<file path="src/rtl/cdt_pkg.sv">
package cdt_pkg;

    localparam int REG_IDX_W = 3;
    localparam int REG_LSB   = 2;

    typedef enum logic [REG_IDX_W-1:0] {
        RG_START  = 3'd0,
        RG_REFILL = 3'd1,
        RG_RUN    = 3'd2,
        RG_SNAP   = 3'd3,
        RG_CAPT   = 3'd4,
        RG_LEVEL  = 3'd5,
        RG_PEND   = 3'd6,
        RG_EVENA  = 3'd7
    } reg_sel_e;

    typedef struct packed {
        logic run;    // counter advances
        logic start;  // load from start value this edge
    } core_ctl_t;

    function automatic logic wr_hit(logic we, reg_sel_e sel, reg_sel_e target);
        return we && (sel == target);
    endfunction

endpackage

</file>
<file path="src/rtl/cdt_regs.sv">
module cdt_regs
    import cdt_pkg::*;
#(
    parameter int DW   = 32,
    parameter int AW   = 5,
    parameter int N_EV = 1
) (
    input  logic            clk,
    input  logic            rst,
    input  logic            bus_we,
    input  logic [AW-1:0]   bus_addr,
    input  logic [DW-1:0]   bus_wdata,
    output logic [DW-1:0]   bus_rdata,
    input  logic [DW-1:0]   cnt,
    input  logic [N_EV-1:0] ev_lvl,
    input  logic [N_EV-1:0] ev_pend,
    output logic [DW-1:0]   start_q,
    output logic [DW-1:0]   refill_q,
    output core_ctl_t       ctl,
    output logic [N_EV-1:0] ev_ena,
    output logic [N_EV-1:0] ev_clr,
    output logic [DW-1:0]   capt_q
);

    reg_sel_e sel;
    logic     run_q;

    assign sel = reg_sel_e'(bus_addr[REG_LSB +: REG_IDX_W]);

    always_ff @(posedge clk) begin
        if (rst) begin
            start_q  <= '0;
            refill_q <= '0;
            run_q    <= 1'b0;
            capt_q   <= '0;
            ev_ena   <= '0;
        end else if (bus_we) begin
            case (sel)
                RG_START:  start_q  <= bus_wdata;
                RG_REFILL: refill_q <= bus_wdata;
                RG_RUN:    run_q    <= bus_wdata[0];
                RG_SNAP:   capt_q   <= cnt;
                RG_EVENA:  ev_ena   <= bus_wdata[N_EV-1:0];
                default:   ;
            endcase
        end
    end

    always_comb begin
        ctl.run   = run_q;
        ctl.start = wr_hit(bus_we, sel, RG_RUN) && bus_wdata[0] && !run_q;
        ev_clr    = wr_hit(bus_we, sel, RG_PEND) ? bus_wdata[N_EV-1:0] : '0;
    end

    always_comb begin
        bus_rdata = '0;
        case (sel)
            RG_START:  bus_rdata = start_q;
            RG_REFILL: bus_rdata = refill_q;
            RG_RUN:    bus_rdata[0] = run_q;
            RG_CAPT:   bus_rdata = capt_q;
            RG_LEVEL:  bus_rdata[N_EV-1:0] = ev_lvl;
            RG_PEND:   bus_rdata[N_EV-1:0] = ev_pend;
            RG_EVENA:  bus_rdata[N_EV-1:0] = ev_ena;
            default:   bus_rdata = '0;
        endcase
    end

endmodule

</file>
<file path="src/rtl/cdt_core.sv">
module cdt_core
    import cdt_pkg::*;
#(
    parameter int DW = 32
) (
    input  logic          clk,
    input  logic          rst,
    input  core_ctl_t     ctl,
    input  logic [DW-1:0] start_val,
    input  logic [DW-1:0] refill_val,
    output logic [DW-1:0] cnt,
    output logic          nonzero
);

    logic at_zero;

    assign at_zero = (cnt == '0);
    assign nonzero = !at_zero;

    always_ff @(posedge clk) begin
        if (rst) begin
            cnt <= '0;
        end else if (ctl.start) begin
            cnt <= start_val;
        end else if (ctl.run) begin
            cnt <= at_zero ? refill_val : (cnt - DW'(1));
        end
    end

endmodule

</file>
<file path="src/rtl/cdt_evmgr.sv">
module cdt_evmgr #(
    parameter int N_EV = 1
) (
    input  logic            clk,
    input  logic            rst,
    input  logic [N_EV-1:0] src_lvl,
    input  logic [N_EV-1:0] clr,
    input  logic [N_EV-1:0] ena,
    output logic [N_EV-1:0] pend,
    output logic            irq
);

    for (genvar g = 0; g < N_EV; g++) begin : g_ev
        logic prev_q;
        logic pend_q;
        logic fall;

        assign fall = prev_q && !src_lvl[g];

        always_ff @(posedge clk) begin
            if (rst) begin
                prev_q <= 1'b0;
                pend_q <= 1'b0;
            end else begin
                prev_q <= src_lvl[g];
                if (fall)
                    pend_q <= 1'b1;
                else if (clr[g])
                    pend_q <= 1'b0;
            end
        end

        assign pend[g] = pend_q;
    end

    assign irq = |(pend & ena);

endmodule

</file>
<file path="src/rtl/cdt_timer.sv">
module cdt_timer
    import cdt_pkg::*;
#(
    parameter int DW = 32,
    parameter int AW = 5
) (
    input  logic          clk,
    input  logic          rst,
    input  logic          bus_we,
    input  logic [AW-1:0] bus_addr,
    input  logic [DW-1:0] bus_wdata,
    output logic [DW-1:0] bus_rdata,
    output logic          irq
);

    localparam int N_EV = 1;

    core_ctl_t       ctl;
    logic [DW-1:0]   start_q;
    logic [DW-1:0]   refill_q;
    logic [DW-1:0]   cnt_w;
    logic [DW-1:0]   capt_w;
    logic            nz_w;
    logic [N_EV-1:0] ev_lvl;
    logic [N_EV-1:0] ev_pend;
    logic [N_EV-1:0] ev_ena;
    logic [N_EV-1:0] ev_clr;
    logic            run_w;
    logic            start_w;

    assign ev_lvl  = {N_EV{nz_w}};
    assign run_w   = ctl.run;
    assign start_w = ctl.start;

    cdt_regs #(.DW(DW), .AW(AW), .N_EV(N_EV)) u_regs (
        .clk       (clk),
        .rst       (rst),
        .bus_we    (bus_we),
        .bus_addr  (bus_addr),
        .bus_wdata (bus_wdata),
        .bus_rdata (bus_rdata),
        .cnt       (cnt_w),
        .ev_lvl    (ev_lvl),
        .ev_pend   (ev_pend),
        .start_q   (start_q),
        .refill_q  (refill_q),
        .ctl       (ctl),
        .ev_ena    (ev_ena),
        .ev_clr    (ev_clr),
        .capt_q    (capt_w)
    );

    cdt_core #(.DW(DW)) u_core (
        .clk        (clk),
        .rst        (rst),
        .ctl        (ctl),
        .start_val  (start_q),
        .refill_val (refill_q),
        .cnt        (cnt_w),
        .nonzero    (nz_w)
    );

    cdt_evmgr #(.N_EV(N_EV)) u_ev (
        .clk     (clk),
        .rst     (rst),
        .src_lvl (ev_lvl),
        .clr     (ev_clr),
        .ena     (ev_ena),
        .pend    (ev_pend),
        .irq     (irq)
    );

endmodule

</file>
<file path="config.mk">
export PLATFORM = sky130hd
export DESIGN_NAME = cdt_timer
export DESIGN_NICKNAME = d
export VERILOG_FILES = /design/src/rtl/cdt_pkg.sv /design/src/rtl/cdt_regs.sv /design/src/rtl/cdt_core.sv /design/src/rtl/cdt_evmgr.sv /design/src/rtl/cdt_timer.sv
export SDC_FILE = /design/constraint.sdc
export NUM_CORES = 1
export LEC_CHECK = 0
export BUFFER_PORTS_ARGS = -buffer_cell sky130_fd_sc_hd__buf_4
export CORE_MARGIN = 1.5
export CORE_UTILIZATION = 53
export DETAILED_ROUTE_END_ITERATION = 12
export GPL_TIMING_DRIVEN = 0
export PLACE_DENSITY = 0.72
export SETUP_SLACK_MARGIN = 0.4
export SYNTH_ARGS = -nofsm -noshare
export SYNTH_HDL_FRONTEND = slang
export SYNTH_SLANG_ARGS = --single-unit
</file>
<file path="constraint.sdc">
create_clock -name clk -period 2.65 [get_ports clk]
set_clock_uncertainty 0.1 [all_clocks]
set_input_delay 0.53 -clock clk [delete_from_list [all_inputs] [get_ports clk]]
set_output_delay 0.53 -clock clk [all_outputs]
set_load 0.02 [all_outputs]
</file>
==> results.md <==
* WP data arrival at 3330 ps
* Met1 Resource Use GR at 0.5081
* Placer Congestion at roughly 1
* Worst R2R Setup Slack at -480 ps
* Max-cap violation count at 0
* EDFF count, synth at 0
* Total GRT Usage at 0.3920
* Status: complete, but fails checks
* Setup Viol. Count Final at 10
* Final Hold Violating Endpoints at 0
* Mean area per synthesized cell at 7.619 um2
* Period utilization at 1.182
* Setup crit end kind: register
* Hold Path End: u_regs.refill_q[26]$_SDFFE_PP0P_
* M2 GR Usage at 0.6032
* Yosys reg bits at approximately 130
* Worst slew pin tran at 1069 ps
* Number of global-route vias before repair at 6781
* Wire per inst at between 20 and 25 um
* Syn Inst Count at 874
* Crit Reg-Reg Startpoint: u_core.cnt[0]$_SDFFE_PP0P_
* Tmin final at 3133 ps
* Hold wc startpoint: bus_wdata[26]
* Reg2reg end: u_core.cnt[29]$_SDFFE_PP0P_
* Skew-Pair Late Insertion Delay at 430 ps
* Worst path max stage delay at 920 ps
* # rows at 40
* CTS tree: yes
* Die X-Extent at approximately 120 um
* Clk sinks at 132
* Overflow after GRT at 0
* Worst path buffer plus inverter count at 1
* NumNets Final at roughly 1000
* Failing checks: setup timing
* Max IR drop VDD at 0.5012 mV
* Pwr Total at 0.005664 W
* Boundary pin count at 73
* Cell Area, Synth at 6659 um2
* Die area at 13250 um2
* Max-slew violations at 0
* DR vias/cell at 6.287
* RSZ-0062 raised after global routing: yes
* Commonest non-fill, non-tap cell in the layout: nand2_1
* Max-slew headroom at 0.2812
* Detailed-route wire length at 26070 um
* Largest net degree at the start of global routing at 17
* Leakage power at 3.389 nW
* Path depth of the worst reg2reg path at 6
* HPWL after DPL at 16190 um
* Fmax at 319.2 MHz
* Starting Density at 0.5498
* Antenna viol nets, final at 0
* Crit path kind: reg -> reg
* Final core utilization at 0.7442
* Residual DRC at 0
* Critical path data required time at around 2900 ps
* Core area at around 12000 um2
* Num CTS Buffers at 17
* Cell Pwr Density at 628.4 nW/um2
* Max H-tree Level at 4
* Library cells used by synthesis at 60
* Synthesized Nets at 915
* Gr busiest metal: met2
* Ratio of cells with drive above 1 in the final layout at 0.2674
* Max Buffers Root-to-Sink at 2
* CP startpoint kind: register
* Initial drt markers at 1042
* Antenna violations before repair at 0
* Top_reg_cell synth: dfxtp_1
* Hold path depth at 3
* Seq/Total Area, Yosys at 0.3968
* Vias at roughly 7400
* Worst setup margin at -483.3 ps
* Path category of the worst min-delay check: in -> reg
* Global-route met3 utilization at 0.07749
* Share of synthesized registers carrying an async set or reset at 0
* Number of diodes at 0
* Critical Path Fanout Max at 9
* Crit-path cells: buf_4 > nor4_2 > nand2_1 > o41a_1 > a211oi_1 > o22ai_1
* CTS root buf: clkbuf_16
* Synthesis-to-finish area growth at 35.36%
* Most frequent cells in the layout: 212 x nand2_1, 129 x dfxtp_1, 118 x a21oi_1, 61 x nor2_1, 61 x buf_4
* Synth warnings at 0
* Clock-pin slew on the worst setup and hold paths at 60 ps
* 1st-pass router iterations at 9
* First-pass GRT wire length at around 38000 um
* Critical path's top delay family: simple AND/OR/NAND/NOR gates
* Port buffer count at 69
* Worst path slowest cell: nor4_2
* Die Y at 115.1 um
* Fillers at 966
==> how the worst max path moves through the flow <==
stage / startpoint / to / slack, ps / depth (start not counted)
after detailed placement: bus_addr[2] / bus_rdata[31] / -330 / 7
after global placement: bus_addr[2] / bus_rdata[16] / -370 / 7
after CTS: u_core.cnt[0]$_SDFFE_PP0P_ / bus_rdata[0] / -350 / 10
final: u_core.cnt[0]$_SDFFE_PP0P_ / u_core.cnt[29]$_SDFFE_PP0P_ / -480 / 6
after floorplan: u_core.cnt[1]$_SDFFE_PP0P_ / bus_rdata[0] / 200 / 9
after global routing: u_core.cnt[1]$_SDFFE_PP0P_ / bus_rdata[0] / -470 / 10
==> layer usage <==
metal  routed length, um  share of wire
met5                   0              0
met4                1512          0.058
met1               10110           0.39
met2               11560           0.44
met3                2883           0.11
==> area by class of cell <==
cell class / instances / area (um2) / area share
Inverter: 4 / 17.52 / 0.001943
Tap cell: 168 / 210.2 / 0.02332
Multi-Input combinational cell: 670 / 4091 / 0.4539
Buffer: 68 / 469.2 / 0.05205
Clock inverter: 5 / 50.05 / 0.005552
Sequential cell: 132 / 2651 / 0.2941
Clock buffer: 26 / 489.2 / 0.05428
Timing Repair Buffer: 101 / 1035 / 0.1148
==> state kept, by name, indices dropped and copies added (netlist names) <==
signal	cells
u_regs.refill_q	32
u_ev.g_ev.prev_q	1
u_ev.pend	1
u_regs.start_q	32
u_regs.run_q	1
u_core.cnt	32
u_regs.capt_q	32
u_regs.ev_ena	1
==> cell usage after synthesis (7+ instances only) <==
master	instances	area [um2]
buf_1	7	26.28
nand3_1	7	35.03
nor2_1	93	349.1
o21ai_0	20	100.1
o22ai_1	10	62.56
clkbuf_1	52	195.2
mux2_2	22	247.7
nand2_1	214	803.3
nor4_1	8	50.05
nor3_1	9	45.04
a211oi_1	11	82.58
a311oi_1	9	78.83
xnor2_1	12	105.1
a21oi_1	133	665.6
dfxtp_1	132	2643
mux2i_1	43	430.4
==> timing repair <==
item | in CTS | in global routing
gates cloned | 4 | 1
pin swaps | 39 | 27
hold buffers | 0 | 0
gates resized for setup | 120 | 55
buffers inserted | 21 | 6
endpoints found under the hold margin | 0 | 0
setup endpoints to repair | 67 | 63
==> cells by family after synthesis <==
logic type                 count (synthesis)  share of synthesized area
and+or+nand+nor                          376                     0.2482
AOI/OAI and AO/OA                        215                     0.1896
DFF                                      132                     0.3968
buffers and inverters                     72                    0.04453
muxes                                     65                     0.1018
xor gates and xnor gates                  13                    0.01710
adders and majority gates                  1                   0.001879
==> stage by stage <==
step	setup TNS, ps	area (um2)	cells	hold slack [ps]	setup slack, ps
finish	-2934	9014	1174	254.2	-483.3
global route	-2543	9014	1174	256.6	-465.8
CTS	-1201	8738	1167	251.3	-346.5
detailed placement	-9362	7513	1111	351.3	-325.2
global placement	-10010	7513	1111	342.0	-365.8
floorplan	0	6785	874	336.4	200.6
==> worst reg2reg max path: cells and delay by family (launching register included) <==
| kind | cells | cell delay, ps |
|---|---|---|
| buffers and inverters | 1 | 150 |
| DFF | 1 | 350 |
| and+or+nand+nor | 2 | 1500 |
| AOI/OAI and AO/OA | 3 | 900 |
==> where the power goes <==
group / switching [W] / internal (W) / leakage (nW) / total, W
Clock: 0.000854 / 0.00135 / 0.268 / 0.00221
Sequential: 0.0000514 / 0.00203 / 1.07 / 0.00208
Combinational: 0.000779 / 0.000599 / 2.05 / 0.00138
Total: 0.00169 / 0.00398 / 3.39 / 0.00566
(Power assumes the default switching activity.)
